File: config.mk
export PLATFORM = sky130hd
export DESIGN_NAME = sw_cpu
export DESIGN_NICKNAME = d
export VERILOG_FILES = /design/src/rtl/sw_cpu_pkg.sv /design/src/rtl/sw_cpu_alu.sv /design/src/rtl/sw_cpu_regfile.sv /design/src/rtl/sw_cpu_dmem.sv /design/src/rtl/sw_cpu.sv
export SDC_FILE = /design/constraint.sdc
export NUM_CORES = 1
export LEC_CHECK = 0
export ABC_AREA = 1
export BUFFER_PORTS_ARGS = -buffer_cell sky130_fd_sc_hd__buf_2
export CORE_ASPECT_RATIO = 1.1
export CORE_MARGIN = 1
export CORE_UTILIZATION = 40
export DETAILED_ROUTE_END_ITERATION = 10
export MAX_ROUTING_LAYER = met4
export SLEW_MARGIN = 20
export SYNTH_ARGS = -nofsm -noshare
export SYNTH_HDL_FRONTEND = slang
export SYNTH_SLANG_ARGS = --single-unit
File: constraint.sdc
create_clock -name clk -period 6.7 [get_ports clk]
set_clock_uncertainty 0.15 [all_clocks]
set_input_delay 0.67 -clock clk [delete_from_list [all_inputs] [get_ports clk]]
set_output_delay 0.67 -clock clk [all_outputs]
set_load 0.005 [all_outputs]
File: src/rtl/sw_cpu_pkg.sv
package sw_cpu_pkg;

    typedef enum logic [1:0] {
        OP_ADD = 2'b00,
        OP_SUB = 2'b01,
        OP_MUL = 2'b10,
        OP_AND = 2'b11
    } alu_op_e;

    typedef enum logic [1:0] {
        SRC_ALU = 2'b00,
        SRC_RB  = 2'b01,
        SRC_IMM = 2'b10,
        SRC_MEM = 2'b11
    } res_src_e;

    // instruction word layout, msb first
    typedef struct packed {
        logic     wr_en;
        logic [1:0] sel_a;
        logic [1:0] sel_b;
        alu_op_e  op;
        logic     imm_neg;
        res_src_e src;
    } instr_t;

    typedef struct packed {
        logic zero;
        logic neg;
        logic ovf_sub;
        logic ovf_add;
        logic borrow;
        logic carry;
    } flags_t;

endpackage

File: src/rtl/sw_cpu_alu.sv
module sw_cpu_alu
    import sw_cpu_pkg::*;
#(
    parameter int W = 8
) (
    input  logic [W-1:0] a,
    input  logic [W-1:0] b,
    input  alu_op_e      op,
    output logic [W-1:0] y,
    output flags_t       fl
);
    logic [W-1:0] sum, dif;
    logic a7, b7, s7, d7;

    always_comb begin
        sum = a + b;
        dif = a - b;
        unique case (op)
            OP_ADD: y = sum;
            OP_SUB: y = dif;
            OP_MUL: y = a * b;
            default: y = a & b;
        endcase
        a7 = a[W-1];
        b7 = b[W-1];
        s7 = sum[W-1];
        d7 = dif[W-1];
        // flags come from operand and result sign bits only
        fl.carry   = (a7 & b7) | (a7 & ~s7) | (b7 & ~s7);
        fl.borrow  = (~a7 & b7) | (b7 & d7) | (~a7 & d7);
        fl.ovf_add = (~a7 & ~b7 & s7) | (a7 & b7 & ~s7);
        fl.ovf_sub = (a7 & ~b7 & ~d7) | (~a7 & b7 & d7);
        fl.neg     = y[W-1];
        fl.zero    = ~|y;
    end
endmodule

File: src/rtl/sw_cpu_regfile.sv
module sw_cpu_regfile #(
    parameter int W     = 8,
    parameter int NREG  = 4,
    localparam int SW_  = $clog2(NREG)
) (
    input  logic           clk,
    input  logic           rst,
    input  logic           we,
    input  logic [SW_-1:0] wsel,
    input  logic [W-1:0]   wdata,
    input  logic [SW_-1:0] sel_a,
    input  logic [SW_-1:0] sel_b,
    output logic [W-1:0]   q_a,
    output logic [W-1:0]   q_b
);
    typedef struct packed {
        logic [NREG-1:0][W-1:0] r;
    } rf_t;

    rf_t rf_d, rf_q;

    always_comb begin
        rf_d = rf_q;
        if (we) rf_d.r[wsel] = wdata;
    end

    always_ff @(posedge clk) begin
        if (rst) rf_q <= '0;
        else     rf_q <= rf_d;
    end

    assign q_a = rf_q.r[sel_a];
    assign q_b = rf_q.r[sel_b];

    AST_RF_WRITE: assert property (@(posedge clk) disable iff (rst)
        we |=> rf_q.r[$past(wsel)] == $past(wdata));
    AST_RF_HOLD: assert property (@(posedge clk) disable iff (rst)
        !we |=> $stable(rf_q));
    AST_RF_CLEAR: assert property (@(posedge clk) disable iff (rst)
        $fell(rst) |-> rf_q == '0);
endmodule

File: src/rtl/sw_cpu_dmem.sv
module sw_cpu_dmem #(
    parameter int W  = 8,
    parameter int AW = 7,
    localparam int DEPTH = 1 << AW
) (
    input  logic          clk,
    input  logic          we,
    input  logic [AW-1:0] addr,
    input  logic [W-1:0]  wdata,
    output logic [W-1:0]  rdata
);
    logic [W-1:0] mem_q [DEPTH];

    // no reset: contents survive it
    always_ff @(posedge clk) begin
        if (we) mem_q[addr] <= wdata;
    end

    assign rdata = mem_q[addr];
endmodule

File: src/rtl/sw_cpu.sv
module sw_cpu
    import sw_cpu_pkg::*;
#(
    parameter int DATA_W = 8,
    parameter int MEM_AW = 7
) (
    input  logic              clk,
    input  logic              rst,
    input  logic [9:0]        instr,
    output logic [DATA_W-1:0] result_bus,
    output logic [DATA_W-1:0] out_val,
    output logic [DATA_W-1:0] port_a,
    output logic [5:0]        flags
);
    localparam int NREG = 4;

    instr_t ins;
    assign ins = instr_t'(instr);

    logic [DATA_W-1:0] rd_a, rd_b, alu_y, mem_rd, imm_val;
    flags_t            alu_fl;
    logic              store_req, io_hit, mem_we, io_we;

    sw_cpu_regfile #(.W(DATA_W), .NREG(NREG)) u_rf (
        .clk(clk), .rst(rst), .we(ins.wr_en), .wsel(ins.sel_a),
        .wdata(result_bus), .sel_a(ins.sel_a), .sel_b(ins.sel_b),
        .q_a(rd_a), .q_b(rd_b)
    );

    sw_cpu_alu #(.W(DATA_W)) u_alu (
        .a(rd_a), .b(rd_b), .op(ins.op), .y(alu_y), .fl(alu_fl)
    );

    sw_cpu_dmem #(.W(DATA_W), .AW(MEM_AW)) u_mem (
        .clk(clk), .we(mem_we), .addr(rd_b[MEM_AW-1:0]),
        .wdata(rd_a), .rdata(mem_rd)
    );

    // address decode: any bit above the memory range selects the output
    always_comb begin
        store_req = !ins.wr_en && (ins.src == SRC_MEM);
        io_hit    = |rd_b[DATA_W-1:MEM_AW];
        mem_we    = store_req && !io_hit;
        io_we     = store_req && io_hit;
        imm_val   = ins.imm_neg ? '1 : DATA_W'(1);
        unique case (ins.src)
            SRC_ALU: result_bus = alu_y;
            SRC_RB:  result_bus = rd_b;
            SRC_IMM: result_bus = imm_val;
            default: result_bus = mem_rd;
        endcase
    end

    typedef struct packed {
        logic [DATA_W-1:0] outr;
    } st_t;

    st_t st_d, st_q;

    always_comb begin
        st_d = st_q;
        if (io_we) st_d.outr = rd_a;
    end

    always_ff @(posedge clk) begin
        if (rst) st_q <= '0;
        else     st_q <= st_d;
    end

    assign out_val = st_q.outr;
    assign port_a  = rd_a;
    assign flags   = alu_fl;

    // independent 9-bit reference for the carry flag
    logic [DATA_W:0] chk_sum;
    assign chk_sum = {1'b0, rd_a} + {1'b0, rd_b};

    AST_OUT_LOAD: assert property (@(posedge clk) disable iff (rst)
        io_we |=> out_val == $past(rd_a));
    AST_OUT_HOLD: assert property (@(posedge clk) disable iff (rst)
        !io_we |=> $stable(out_val));
    AST_MEM_WRITE: assert property (@(posedge clk) disable iff (rst)
        mem_we |=> u_mem.mem_q[$past(rd_b[MEM_AW-1:0])] == $past(rd_a));
    AST_CARRY_FLAG: assert property (@(posedge clk) disable iff (rst)
        alu_fl.carry == chk_sum[DATA_W]);
    AST_NO_STORE_ON_WRITE: assert property (@(posedge clk) disable iff (rst)
        ins.wr_en |-> !mem_we && !io_we);
endmodule

; ---- Word-level counts from Yosys, hierarchy flattened
; Memory sizes are Yosys's and may differ from the RTL's.
; Cells that the tools add are included.
[op_classes]
add_sub_neg = 2
multipliers = 1
n_lt_le_gt_ge = 3
eq_ne = 5
n_mux = 12
bitwise = 23
n_reduce_logical = 10
[op_table]
columns = operator, count
row1 = case mux 8 bit (3 select lines), 2
row2 = binary-select mux 8 bit (select 2 bit), 2
row3 = bitwise mux 32 bit, 1
row4 = two-way mux 8 bit, 4
row5 = demux 8 bit (select 2 bit), 1
row6 = AND 1 bit, 12
row7 = adder 8 bit, 1
row8 = AND 8 bit, 1
row9 = multiplier 8 x 8 -> 8 bit, 1
row10 = OR reduction 8 bit, 1
row11 = subtractor 8 bit, 1
row12 = == test 2 bit (second input constant), 3
row13 = less-than comparator 2 x 3 -> 1 bit (second input constant), 2
row14 = bitwise OR 1 bit, 6
row15 = == test 2 x 1 -> 1 bit (second input constant), 2
row16 = logical AND 1 bit, 4
row17 = logical NOT 2 bit, 2
row18 = NOT 1 bit, 4
row19 = logical NOT 1 bit, 3
row20 = greater-or-equal comparator 2 x 1 -> 1 bit (second input constant), 1
row21 = two-way mux 1 bit, 2
[totals]
reg_bits = 40
mem_bits_rw = 1024
in_bits = 12
out_inout_bits = 30
wordCells = 62
mem_count = 1
[mem_list]
columns = memory, depth, word_bits, read_ports, rd_ports_with_merged_regs, wr, line_no
row1 = u_mem.mem_q, 128, 8, 1, 0, 1, sw_cpu_dmem.sv:12  ; logic [W-1:0] mem_q [DEPTH];

; ---- Logic depth before layout (Yosys ltp)
; Gate-level depths: netlist of run 1.
[depth]
ltp_word = 7
depth_mapped = 37

; ---- Cells and area by module
; Synthesis of run 1 repeated with hierarchy kept, for this count alone.
[unflattened]
cells_unflattened = 5133
area_unflattened_um2 = 48207.5
[modules_own_cells]
columns = module, n_inst, cells_each, area_per_inst_um2
row1 = sw_cpu_dmem, 1, 4394, 43815.8
row2 = sw_cpu_alu, 1, 332, 2000.7
row3 = sw_cpu_regfile, 1, 298, 1809.2
row4 = sw_cpu, 1, 109, 581.8

; ---- Worst setup path before layout of run 1
; No wires, ideal clock.
[synth_timing]
kind = input-to-output
startpoint = input instr[7]
endpoint = output flags[5]
t_arrival_ns = 6.586
required_ns = 5.880
slack_ns = -0.706
path_stages = 28
n_path_buf = 2
cell_sequence = buf_2 clkbuf_1 nand2_1 o21ai_0 nand2_1 nand2_1 nand2_1 fa_1 fa_1 inv_1 fa_1 inv_1 fa_1 inv_1 ha_1 nand2_1 nand3_1 nand2_1 inv_1 nand2_1 nand2_1 nand2_1 nand2_1 inv_1 nand2_1 nand3_1 a21boi_0 a211oi_1
[synth_between]
elab_chain_len = 6
elab_cells_between_ends = 9
cone_classes = add/sub (2) / mul (1) / mux (3) / bitwise (1) / reduce/logical (2)
[synth_lines]
columns = item, line_no
row1 = from (decl), sw_cpu.sv:9  ; input logic [9:0] instr,
row2 = binary-select mux 8 bit (select 2 bit) *, sw_cpu_regfile.sv:32  ; assign q_a = rf_q.r[sel_a];
row3 = two-way mux 8 bit (not written as such) *, sw_cpu_regfile.sv:32
row4 = net port_a[3], sw_cpu.sv:12  ; output logic [DATA_W-1:0] port_a,
row5 = "multiplier 8 x 8 -> 8 bit, or another cell as far along", sw_cpu_alu.sv:21  ; OP_MUL: y = a * b;
row6 = case mux 8 bit (3 select lines) *, sw_cpu_alu.sv:18  ; unique case (op)
row7 = net flags[4], sw_cpu.sv:13  ; output logic [5:0] flags
row8 = OR reduction 8 bit *, sw_cpu_alu.sv:34  ; fl.zero = ~|y;
row9 = logical NOT 1 bit *, sw_cpu_alu.sv:34
row10 = to (decl), sw_cpu.sv:13
; Mark *: on every way through the listed nets, which the timed path passes. The rest lies on a longest branch. The select of a mux whose other input is x is not followed.

; ---- Final worst setup path of run 1
[layout_timing]
startpoint = input instr[5]
endpoint = output result_bus[7]
[layout_between]
elab_chain_len = 5
elab_cells_between_ends = 9
cone_classes = add/sub (2) / mul (1) / mux (4) / bitwise (1) / memory (1)
[layout_lines]
columns = item, line_no
row1 = binary-select mux 8 bit (select 2 bit) *, sw_cpu_regfile.sv:33  ; assign q_b = rf_q.r[sel_b];
row2 = two-way mux 8 bit (not written as such) *, sw_cpu_regfile.sv:33
row3 = "multiplier 8 x 8 -> 8 bit, or another cell as far along", sw_cpu_alu.sv:21
row4 = case mux 8 bit (3 select lines), sw_cpu_alu.sv:18
row5 = case mux 8 bit (3 select lines) *, sw_cpu.sv:46  ; unique case (ins.src)
row6 = to (decl), sw_cpu.sv:10  ; output logic [DATA_W-1:0] result_bus,
; Every way passes the cells marked *; elsewhere a longest branch is shown, timed or not. The select of a mux whose other input is x is not followed.

==> results of run 1 <==
routing by layer:
layer	part of all wire (%)	vias to the layer above
met3	6.8	218
met4	3.2	0
met2	48	1152
met5	0	-
li1	-	14680
met1	42	15180
sequential cells by signal, summed over array words and instances (netlist names):
register / count
out_val: 8
u_mem.mem_q: 1024
u_rf.rf_q: 32
through the flow:
stage / area (um2) / instances / utilization (%) / power (mW) / setup WS [ns]
finish: 51030 / 6015 / 45.16 / 14.26 / 0.4714
global route: 51030 / 6015 / 45.16 / 14.72 / 0.05495
CTS: 51010 / 6014 / 45.15 / 14.34 / 0.4363
detailed placement: 47850 / 5825 / 42.35 / 8.884 / 0.4317
global placement: 47850 / 5825 / 42.35 / 8.874 / 0.4487
floorplan: 45780 / 4381 / - / 8.348 / 0.08325
layout make-up:
| cell class | count | share of cell area (%) |
|---|---|---|
| Sequential cell | 1064 | 61.83 |
| Multi-Input combinational cell | 2953 | 24.86 |
| Clock buffer | 122 | 5.169 |
| Tap cell | 1506 | 3.693 |
| Timing Repair Buffer | 133 | 2.148 |
| Inverter | 169 | 1.265 |
| Clock inverter | 67 | 1.030 |
| Antenna cell | 1 | 0.004904 |
kinds of logic (layout without fill, tap and decap cells):
family,Yosys count,count (layout)
adder cells (fa/ha/maj),50,50
multiplexers,1,1
XOR/XNOR,3,3
flip-flops,1064,1064
buffers and inverters,364,491
other,0,1
AO/OA/AOI/OAI,423,423
AND/OR/NAND/NOR,2476,2476
path summary, 6_finish.rpt:
check	cells after the start	endpoint	start	slack, ns
setup / recovery	31	result_bus[7]	instr[5]	0.47
hold / removal	2	out_val[0]$_SDFFE_PP0P_	rst	0.06
setup reg to reg	28	u_rf.rf_q[31]$_SDFFE_PP0P_	u_rf.rf_q[12]$_SDFFE_PP0P_	1.78
hold reg to reg	2	out_val[0]$_SDFFE_PP0P_	out_val[0]$_SDFFE_PP0P_	0.31
synthesized netlist by cell type, types with 2 or more instances:
master                         n  share of area (%)
sky130_fd_sc_hd__nand2_2       8               0.11
sky130_fd_sc_hd__nor2_1      294                2.4
sky130_fd_sc_hd__clkbuf_1     30               0.25
sky130_fd_sc_hd__a22oi_1      25               0.41
sky130_fd_sc_hd__a21boi_0      2              0.033
sky130_fd_sc_hd__o21a_1        5              0.082
sky130_fd_sc_hd__nor2_4        3              0.074
sky130_fd_sc_hd__xor2_1        2              0.038
sky130_fd_sc_hd__nand4_1      18               0.25
sky130_fd_sc_hd__ha_1         34               0.93
sky130_fd_sc_hd__nor3_1        7              0.077
sky130_fd_sc_hd__buf_4        16               0.26
sky130_fd_sc_hd__inv_2        17               0.14
sky130_fd_sc_hd__o2111ai_1     2              0.038
sky130_fd_sc_hd__dfxtp_1      40                1.7
sky130_fd_sc_hd__nor2_2        6              0.082
sky130_fd_sc_hd__nand3b_1      5              0.082
sky130_fd_sc_hd__buf_1        10              0.082
sky130_fd_sc_hd__fa_1         16               0.70
sky130_fd_sc_hd__nand2_1    2037                 17
sky130_fd_sc_hd__buf_2       133                1.5
sky130_fd_sc_hd__inv_1       152                1.2
sky130_fd_sc_hd__o21ai_0     112                1.2
sky130_fd_sc_hd__a21oi_1     228                2.5
sky130_fd_sc_hd__o21ai_1      40               0.44
sky130_fd_sc_hd__nand3_1      93                1.0
sky130_fd_sc_hd__edfxtp_1   1024                 67
sky130_fd_sc_hd__buf_6         6               0.15
sky130_fd_sc_hd__o21bai_1      2              0.033
power by group through the flow:
stage	clock network, mW	logic, mW	registers (mW)
final	5.51	1.41	7.35
after global routing	5.84	1.54	7.34
after CTS	5.59	1.40	7.35
after detailed placement	0	1.40	7.49
after global placement	0	1.39	7.49
after floorplan	0	0.856	7.49
cells in the final DEF (no fill, tap or decap), types with 3 or more instances in the layout:
cell                         count
sky130_fd_sc_hd__a21oi_1       228
sky130_fd_sc_hd__a22oi_1        25
sky130_fd_sc_hd__buf_12         16
sky130_fd_sc_hd__buf_2          41
sky130_fd_sc_hd__buf_4          76
sky130_fd_sc_hd__bufinv_16       5
sky130_fd_sc_hd__clkbuf_1       19
sky130_fd_sc_hd__clkbuf_16     102
sky130_fd_sc_hd__clkinv_1       29
sky130_fd_sc_hd__clkinv_2       19
sky130_fd_sc_hd__clkinvlp_4     11
sky130_fd_sc_hd__dfxtp_1        40
sky130_fd_sc_hd__edfxtp_1     1024
sky130_fd_sc_hd__fa_1           16
sky130_fd_sc_hd__ha_1           34
sky130_fd_sc_hd__inv_1         149
sky130_fd_sc_hd__inv_2          17
sky130_fd_sc_hd__nand2_1      2028
sky130_fd_sc_hd__nand2_2         4
sky130_fd_sc_hd__nand2_4        11
sky130_fd_sc_hd__nand3_1        93
sky130_fd_sc_hd__nand3b_1        5
sky130_fd_sc_hd__nand4_1        18
sky130_fd_sc_hd__nor2_1        293
sky130_fd_sc_hd__nor2_2          7
sky130_fd_sc_hd__nor2_4          3
sky130_fd_sc_hd__nor3_1          7
sky130_fd_sc_hd__o21a_1          5
sky130_fd_sc_hd__o21ai_0       112
sky130_fd_sc_hd__o21ai_1        40
worst max-delay path, delay by kind of cell:
kind	cells	cell delay [ns]
adders and majority gates	5	2.23
buffers and inverters	8	0.78
and+or+nand+nor	18	1.73
==> out/summary.md, run 1 <==
Dividing the detail-routed wire length by the instance count gives 21.51 um. By area, the combinational part of the netlist is dominated by simple AND/OR/NAND/NOR gates. In this run the tool buffered the top-level ports with 41 buffer cells. 42 I/O pins were placed. Setup total negative slack on the finished layout was measured at 0 ns. Summing the sequential cell areas from Yosys gives 68.94% of the chip area. The first routing iteration left 3044 violations. Buffers inserted to repair hold after CTS numbered 0.

The largest single stage delay on the critical path is 0.53 ns. The smallest clock period supported by the final layout is computed as 6.229 ns. Cell internal power was estimated by the tool at 10.70 mW.

The final-report hold violation count was 0. STA puts the critical path data required time at 5.88 ns. By startpoint and endpoint, the worst setup path is classified as primary input to output pin. The run gives 0.1926 mV as the maximum VDD drop. TritonCTS built the clock tree. Entering global routing, the biggest net connects 165 pins.

The final number of max-transition violations is 0, and the share of layout cells above drive strength 1 is 7.232%. Clock-pin slew of the registers on the worst-case setup and hold paths: 0.06 ns. The worst hold-check path type was primary input to register.

After global routing, the most crowded layer is met2. The tools report the number of max-capacitance violations reported as 0. The logs give 0 for the post-route antenna net violation count and 3.561 mW for the net switching component of the power.

The count of unique library cells instantiated by Yosys is 43. The synthesized netlist devotes 4.878% of its cell area to compound gates. Number of antenna violations at the first check in global routing: 1. In this run the number of H-tree levels came out at 3.

The post-synthesis area per instance works out to 10.45 um2. Data arrival time of the critical path: 5.41 ns. The count of buffers added by post-CTS timing repair for setup was 0; the cell count after synthesis was 4381. The tools report the count of instances resized after the clock tree is built as 0. At the later pin of the worst-skew pair, clock insertion delay measures 0.68 ns.

After Yosys synthesis, XOR and XNOR cells account for 0.05741% of the synthesized area. The run gives 160.5 MHz as the achievable frequency. Number of flip-flops and latches in the synthesized netlist: 1064. The half-perimeter wire length after placement is 76370 um. Setup repair after global routing left no endpoint under its margin. The run gives 0.05564 ns as the worst hold slack across all endpoints. The synthesized netlist occupies a cell area of 45760 um2. The final estimated routing congestion in global placement was 0.9123. Dividing the final minimum period by the clock period gives 92.96%. In this run the worst path has a maximum fanout of 21. The part of the total power dissipated in sequential elements is 51.5%, and the power density relative to cell area is 279.5 nW/um2. In this run the standard cell core region covers 113000 um2. The run finished with clean final reports.

The effective utilization at floorplan is 40.50%, and the CTS sink count is 1064. For the pin with the worst max-slew slack, the measured transition is 1.026 ns. From bottom edge to top edge, the die measures 356.8 um.

The final routed wirelength across all metal layers is 129400 um. The fill cell total of the finished layout was 10430. The cell with the largest stage delay on the worst path is sky130_fd_sc_hd__fa_1. The adder and majority cell fraction of the synthesized area came out at 1.629%. The deepest clock path buffer count is 3. The worst setup path is captured at an output pin.

For this run, the number of Yosys warnings is 0. The launching element type of the critical path is a primary input. For this design the static power due to leakage is 19.14 nW. The combined flip-flop and latch cell area was 31550 um2. Total clock buffers created by CTS: 102. The met1 layer usage reported by global route is 29.36%, and the switching power as a share of total power is 24.98%.

The area added between synthesis and finish was 11.50%. The first-pass iteration count of the detailed router came out at 7. The relative max-transition margin came out at 31.57%. The most numerous cell type found on the critical path is sky130_fd_sc_hd__nand2_1.

The final net count was 4485. The floorplan has 129 rows. The via count of the first global-routing pass was 30060. The global-route congestion overflow total was 0; the chip width was 324.5 um.

The simple-gate share of the synthesized area works out to 20.89%. The portion of synthesized area spent on multiplexers is 0.02461%. In the global route stage, met2 resource usage came out at 37.48%.

The first global-routing pass estimated 193200 um of wire. The met3 routing resource usage after global routing came out at 2.941%. Synthesis produced a netlist with a net count of 4443. Average vias per placed instance: 5.192. The die area was 115800 um2. After detailed routing, the number of remaining DRC violations is 0. Summing all multi-input logic gate instances after layout gives 12680 um2. The clock network burns 38.6% of the power. The logs give 31230 for the total via count after detailed routing and 22.84% for the global routing usage summed across all routing layers. Combinational cells account for 9.9% of the total power. The tools report the final setup violation count as 0.

For this run, asynchronously set or reset flops after synthesis account for 0%. The number of enable flip-flop cells after synthesis works out to 1024. The root cell of the clock tree was sky130_fd_sc_hd__clkbuf_16. Flip-flop cell with the highest count after synthesis: sky130_fd_sc_hd__edfxtp_1.
Power figures use the tool's default switching activity.
==> run 2, diff against run 1 <==
--- a/config.mk
+++ b/config.mk
@@ -7,12 +7,16 @@
 export LEC_CHECK = 0
 export ABC_AREA = 1
 export BUFFER_PORTS_ARGS = -buffer_cell sky130_fd_sc_hd__buf_2
+export CELL_PAD_IN_SITES_DETAIL_PLACEMENT = 1
+export CELL_PAD_IN_SITES_GLOBAL_PLACEMENT = 2
 export CORE_ASPECT_RATIO = 1.1
-export CORE_MARGIN = 1
-export CORE_UTILIZATION = 40
+export CORE_MARGIN = 2
+export CORE_UTILIZATION = 37
 export DETAILED_ROUTE_END_ITERATION = 10
 export MAX_ROUTING_LAYER = met4
+export PLACE_DENSITY_LB_ADDON = 0.1
 export SLEW_MARGIN = 20
 export SYNTH_ARGS = -nofsm -noshare
 export SYNTH_HDL_FRONTEND = slang
+export SYNTH_HIERARCHICAL = 1
 export SYNTH_SLANG_ARGS = --single-unit
==> run 2 against run 1 <==
  * Cell area is 7.0% higher
  * Non-clock buffer count increased by 50
  * Setup slack worse by 0.082 ns
  * Count of clock-buffer cells in the layout grew 15
  * Flip-flop and latch count is the same
  * Wire length increased by 16%
  * Largest cell class unchanged
  * Highest routed layer unchanged
==> out/summary.md, run 2 <==
Type of element capturing the critical path: an output pin (unchanged). The tools report the origin of the worst setup path as u_rf/rf_q[12]$_SDFFE_PP0P_ (was instr[5]). The count of instances resized after the clock tree is built is 0 (unchanged), and the fraction of synthesized cell area in xor and xnor cells is 0.09084% (was 0.05741%).

The number of nets in the synthesized netlist came out at 5195 (was 4443). The number of buffers added on ports was 41 (unchanged); the final routed wirelength across all metal layers was 150200 um (was 129400 um). The tools report the deepest clock path buffer count as 3 (unchanged). The dominant combinational cell family by area after synthesis was simple AND/OR/NAND/NOR gates (unchanged). The worst min-delay path startpoint was rst (unchanged). The critical-path maximum fanout is 9 (was 21). The cell type contributing the most total cell area after synthesis is sky130_fd_sc_hd__edfxtp_1 (unchanged).

The clock network latency to the later pin of the worst-skew pair came out at 0.73 ns (was 0.68 ns). The area added between synthesis and finish came out at 13.20% (was 11.50%). Top library cells by usage in the layout, fill and taps aside: sky130_fd_sc_hd__nand2_1, sky130_fd_sc_hd__edfxtp_1, sky130_fd_sc_hd__nor2_1, sky130_fd_sc_hd__inv_1, sky130_fd_sc_hd__buf_4 (was sky130_fd_sc_hd__nand2_1, sky130_fd_sc_hd__edfxtp_1, sky130_fd_sc_hd__nor2_1, sky130_fd_sc_hd__a21oi_1, sky130_fd_sc_hd__inv_1). Post-synthesis area per instance: 9.392 um2 (was 10.45 um2).

The tools report the startpoint of the worst-slack reg-to-reg timing path as u_rf/rf_q[12]$_SDFFE_PP0P_ (was u_rf.rf_q[12]$_SDFFE_PP0P_). The share of flip-flops with an asynchronous set or reset after synthesis works out to 0% (unchanged). The critical path capture point is result_bus[7] (unchanged). The flop-to-flop setup slack was 1.43 ns (was 1.78 ns).

The global-route wire length before repair was 228400 um (was 193200 um); the total clock buffers created by CTS was 116 (was 102). The simple-gate share of the synthesized area was 27.47% (was 20.89%). The tools report the area of the core region as 129000 um2 (was 113000 um2). The power density relative to cell area is 293.6 nW/um2 (was 279.5 nW/um2). The average vias per placed instance was 4.915 (was 5.192). The critical setup path kind was register to output pin (was primary input to output pin). Commonest cells post-synth: sky130_fd_sc_hd__nand2_1, sky130_fd_sc_hd__edfxtp_1, sky130_fd_sc_hd__nor2_1, sky130_fd_sc_hd__inv_1, sky130_fd_sc_hd__buf_2 (was sky130_fd_sc_hd__nand2_1, sky130_fd_sc_hd__edfxtp_1, sky130_fd_sc_hd__nor2_1, sky130_fd_sc_hd__a21oi_1, sky130_fd_sc_hd__inv_1). The tools report the final design instance area without fill as 54570 um2 (was 51030 um2). Root cell of the clock tree: sky130_fd_sc_hd__clkbuf_16 (unchanged).

TritonCTS built the clock tree. The global routing usage summed across all routing layers was 23.46% (was 22.84%); the maximum level of the CTS H-tree was 3 (unchanged). The warning count from the yosys run is 6 (was 0), and the average wire per cell in the routed design is 21.55 um (was 21.51 um). The maximum VDD drop is 0.2143 mV (was 0.1926 mV), and the top cell type's share of synthesized area is 63.79% (was 67.19%). The tools report the post-route setup TNS as 0 ns (unchanged). The run gives 91970 um (was 76370 um) as the half-perimeter wire length after placement.

The final number of max-transition violations was 0 (unchanged). The launching element type of the critical path was a register (was a primary input). The final estimated routing congestion in global placement was 0.8158 (was 0.9123). The tools report the pin count of the biggest net entering global routing as 156 (was 165). For the relative max-transition margin, the log shows 30.08% (was 31.57%).

The share of layout cells above drive strength 1 works out to 7.503% (was 7.232%). The number of flip-flops and latches in the synthesized netlist was 1064 (unchanged). Register with the highest flop count: u_mem/mem_q (was u_mem.mem_q). The depth of the worst register-to-register path was 24 (was 28).

The number of enable flip-flop cells after synthesis works out to 1024 (unchanged). The achievable frequency is 158.5 MHz (was 160.5 MHz), and the post-placement cell area is 50670 um2 (was 47850 um2). The die height was 382.6 um (was 356.8 um); the number of max-capacitance violations reported was 0 (unchanged).

The hold buffer count at cts was 0 (unchanged). The run finished with clean final reports. The run gives 48210 um2 (was 45760 um2) as the total standard cell area after synthesis. For the count of buffers added by post-CTS timing repair for setup, the log shows 0 (unchanged). Flip-flop cell with the highest count after synthesis: sky130_fd_sc_hd__edfxtp_1 (unchanged).

Cell with the most instances after synthesis: sky130_fd_sc_hd__nand2_1 (unchanged). The transition time at the pin with the least slew margin is 1.045 ns (was 1.026 ns). The clock period minus final worst setup slack came out at 6.311 ns (was 6.229 ns). Data required time of the worst path: 5.88 ns (about the same). First-pass iteration count of the detailed router: 5 (was 7). The effective utilization at floorplan was 37.38% (was 40.50%); the chip width was 348.2 um (was 324.5 um).

Capturing point of the worst reg2reg path: u_rf/rf_q[6]$_SDFFE_PP0P_ (was u_rf.rf_q[31]$_SDFFE_PP0P_). The flip-flop count of the largest register after layout was 1024 (unchanged). The number of top-level pins was 42 (unchanged). For the leakage component of the power, the log shows 23.43 nW (was 19.14 nW). The tools report the final routed DRC violation total as 0 (unchanged). The final-report hold violation count came out at 0 (unchanged). The run gives 0 (unchanged) as the final setup violation count. The adder and majority cell fraction of the synthesized area was 1.547% (was 1.629%). The logs give 42.31% (was 45.16%) for the fraction of the core area covered by cells at the end of the flow and 0 (unchanged) for the post-route antenna net violation count. The worst hold-check path type is primary input to register (unchanged). The number of antenna violations at the first check in global routing was 0 (was 1); the combined flip-flop and latch cell area was 31550 um2 (unchanged). The final worst-path cycle share is 94.19% (was 92.96%).

The data arrival time of the critical path came out at 5.49 ns (was 5.41 ns). The synthesized-area fraction occupied by ao, oa, aoi and oai cells is 1.106% (was 4.878%). For the final net count, the log shows 5255 (was 4485). The most frequent standard cell in the layout excluding fill and tap cells was sky130_fd_sc_hd__nand2_1 (unchanged). The CTS sink count was 1064 (unchanged); the sequential share of the synthesized area was 65.45% (was 68.94%). Fill cell total of the finished layout: 14550 (was 10430). The area of the multi-input gates came out at 14720 um2 (was 12680 um2). The run gives 38 (was 43) as the count of unique library cells instantiated by Yosys. The logs give 5133 (was 4381) for the cell count after synthesis and 138 (was 129) for the row count.

The global-route congestion overflow total was 0 (unchanged); the fraction of synthesized area in multiplexers was 0.02336% (was 0.02461%). The clock-pin slew of the registers on the worst-case setup and hold paths is 0.06 ns (about the same). The via count of the first global-routing pass was 35530 (was 30060); the die area was 133200 um2 (was 115800 um2).

Total via count after detailed routing: 34270 (was 31230). Largest cells by area after synthesis: sky130_fd_sc_hd__edfxtp_1, sky130_fd_sc_hd__nand2_1, sky130_fd_sc_hd__nor2_1, sky130_fd_sc_hd__inv_1, sky130_fd_sc_hd__dfxtp_1 (was sky130_fd_sc_hd__edfxtp_1, sky130_fd_sc_hd__nand2_1, sky130_fd_sc_hd__a21oi_1, sky130_fd_sc_hd__nor2_1, sky130_fd_sc_hd__dfxtp_1). The count of routing violations after the opening detailed-route iteration was 2237 (was 3044). Setup repair after global routing left no endpoint under its margin.
==> run 2: changes by cell type after synthesis, sizes merged, moves of 5 or more <==
cell and delta:
clkbuf +12, nand2 +975, o21a -5, nand3 -11
a22oi -24, nor3 -5, nand3b -5, buf +34
inv +54, or2 +13, nor2 +24, o211ai +34
o21ai -138, a21oi -200
==> run 2: cell type report <==
type / count / share of cell area, %
Clock inverter: 79 / 1.564
Tap cell: 1680 / 3.852
Timing Repair Buffer: 183 / 2.627
Clock buffer: 137 / 5.578
Antenna cell: 1 / 0.004585
Multi-Input combinational cell: 3605 / 26.98
Sequential cell: 1064 / 57.81
Inverter: 223 / 1.582
==> run 2: stage by stage <==
step	std cells	total power [mW]	hold slack [ns]	setup WS, ns
detailed placement	6755	9.634	0.3534	0.4529
floorplan	5133	8.793	0.3245	0.02353
CTS	6971	16.24	0.1711	0.2897
global route	6971	16.68	0.2367	0.08410
finish	6972	16.02	0.2153	0.3890
global placement	6755	9.614	0.3429	0.5237
==> run 2: worst min-delay path by stage <==
stage | endpoint | slack [ns] | depth (start not counted)
after detailed placement | out_val[1]$_SDFFE_PP0P_ | 0.35 | 4
after CTS | out_val[4]$_SDFFE_PP0P_ | 0.17 | 4
final | out_val[4]$_SDFFE_PP0P_ | 0.22 | 4
after floorplan | u_rf/rf_q[0]$_SDFFE_PP0P_ | 0.32 | 2
after global placement | out_val[0]$_SDFFE_PP0P_ | 0.34 | 4
after global routing | out_val[4]$_SDFFE_PP0P_ | 0.24 | 4
==> run 2: worst max-delay path, stage by stage (launching register included) <==
cell and delay, ns:
sky130_fd_sc_hd__dfxtp_1 0.30, sky130_fd_sc_hd__inv_1 0.11, sky130_fd_sc_hd__nand2_1 0.08, sky130_fd_sc_hd__o211ai_1 0.08, sky130_fd_sc_hd__nand2_1 0.28, sky130_fd_sc_hd__nand2_1 0.13, sky130_fd_sc_hd__fa_1 0.48, sky130_fd_sc_hd__fa_1 0.55
sky130_fd_sc_hd__inv_1 0.05, sky130_fd_sc_hd__fa_1 0.48, sky130_fd_sc_hd__inv_1 0.06, sky130_fd_sc_hd__fa_1 0.54, sky130_fd_sc_hd__inv_1 0.05, sky130_fd_sc_hd__ha_1 0.31, sky130_fd_sc_hd__a21oi_1 0.20, sky130_fd_sc_hd__inv_1 0.07
sky130_fd_sc_hd__nand3_1 0.09, sky130_fd_sc_hd__nand3_1 0.18, sky130_fd_sc_hd__a21boi_1 0.23, sky130_fd_sc_hd__nand2_1 0.07, sky130_fd_sc_hd__nand4_1 0.24, sky130_fd_sc_hd__buf_2 0.17
==> run 2: per-layer routing <==
| metal | vias up | GRT usage (%) | routed length [um] |
|---|---|---|---|
| met5 | - | - | 0 |
| met4 | 0 | 6.109 | 3376 |
| met3 | 162 | 2.614 | 4868 |
| met2 | 476 | 38.72 | 73130 |
| met1 | 17100 | 30.83 | 68850 |
| li1 | 16540 | - | - |
==> run 2: logic make-up after synthesis <==
family          after synthesis
xor+xnor                      5
simple gates               3465
flops                      1064
buf+inv                     464
mux                           1
compound gates               84
fa+ha+maj                    50
==> run 2: where the power goes <==
| group | internal [mW] | switching [mW] |
|---|---|---|
| Clock | 3.88 | 2.69 |
| Sequential | 7.40 | 0.00968 |
| Combinational | 0.501 | 1.54 |
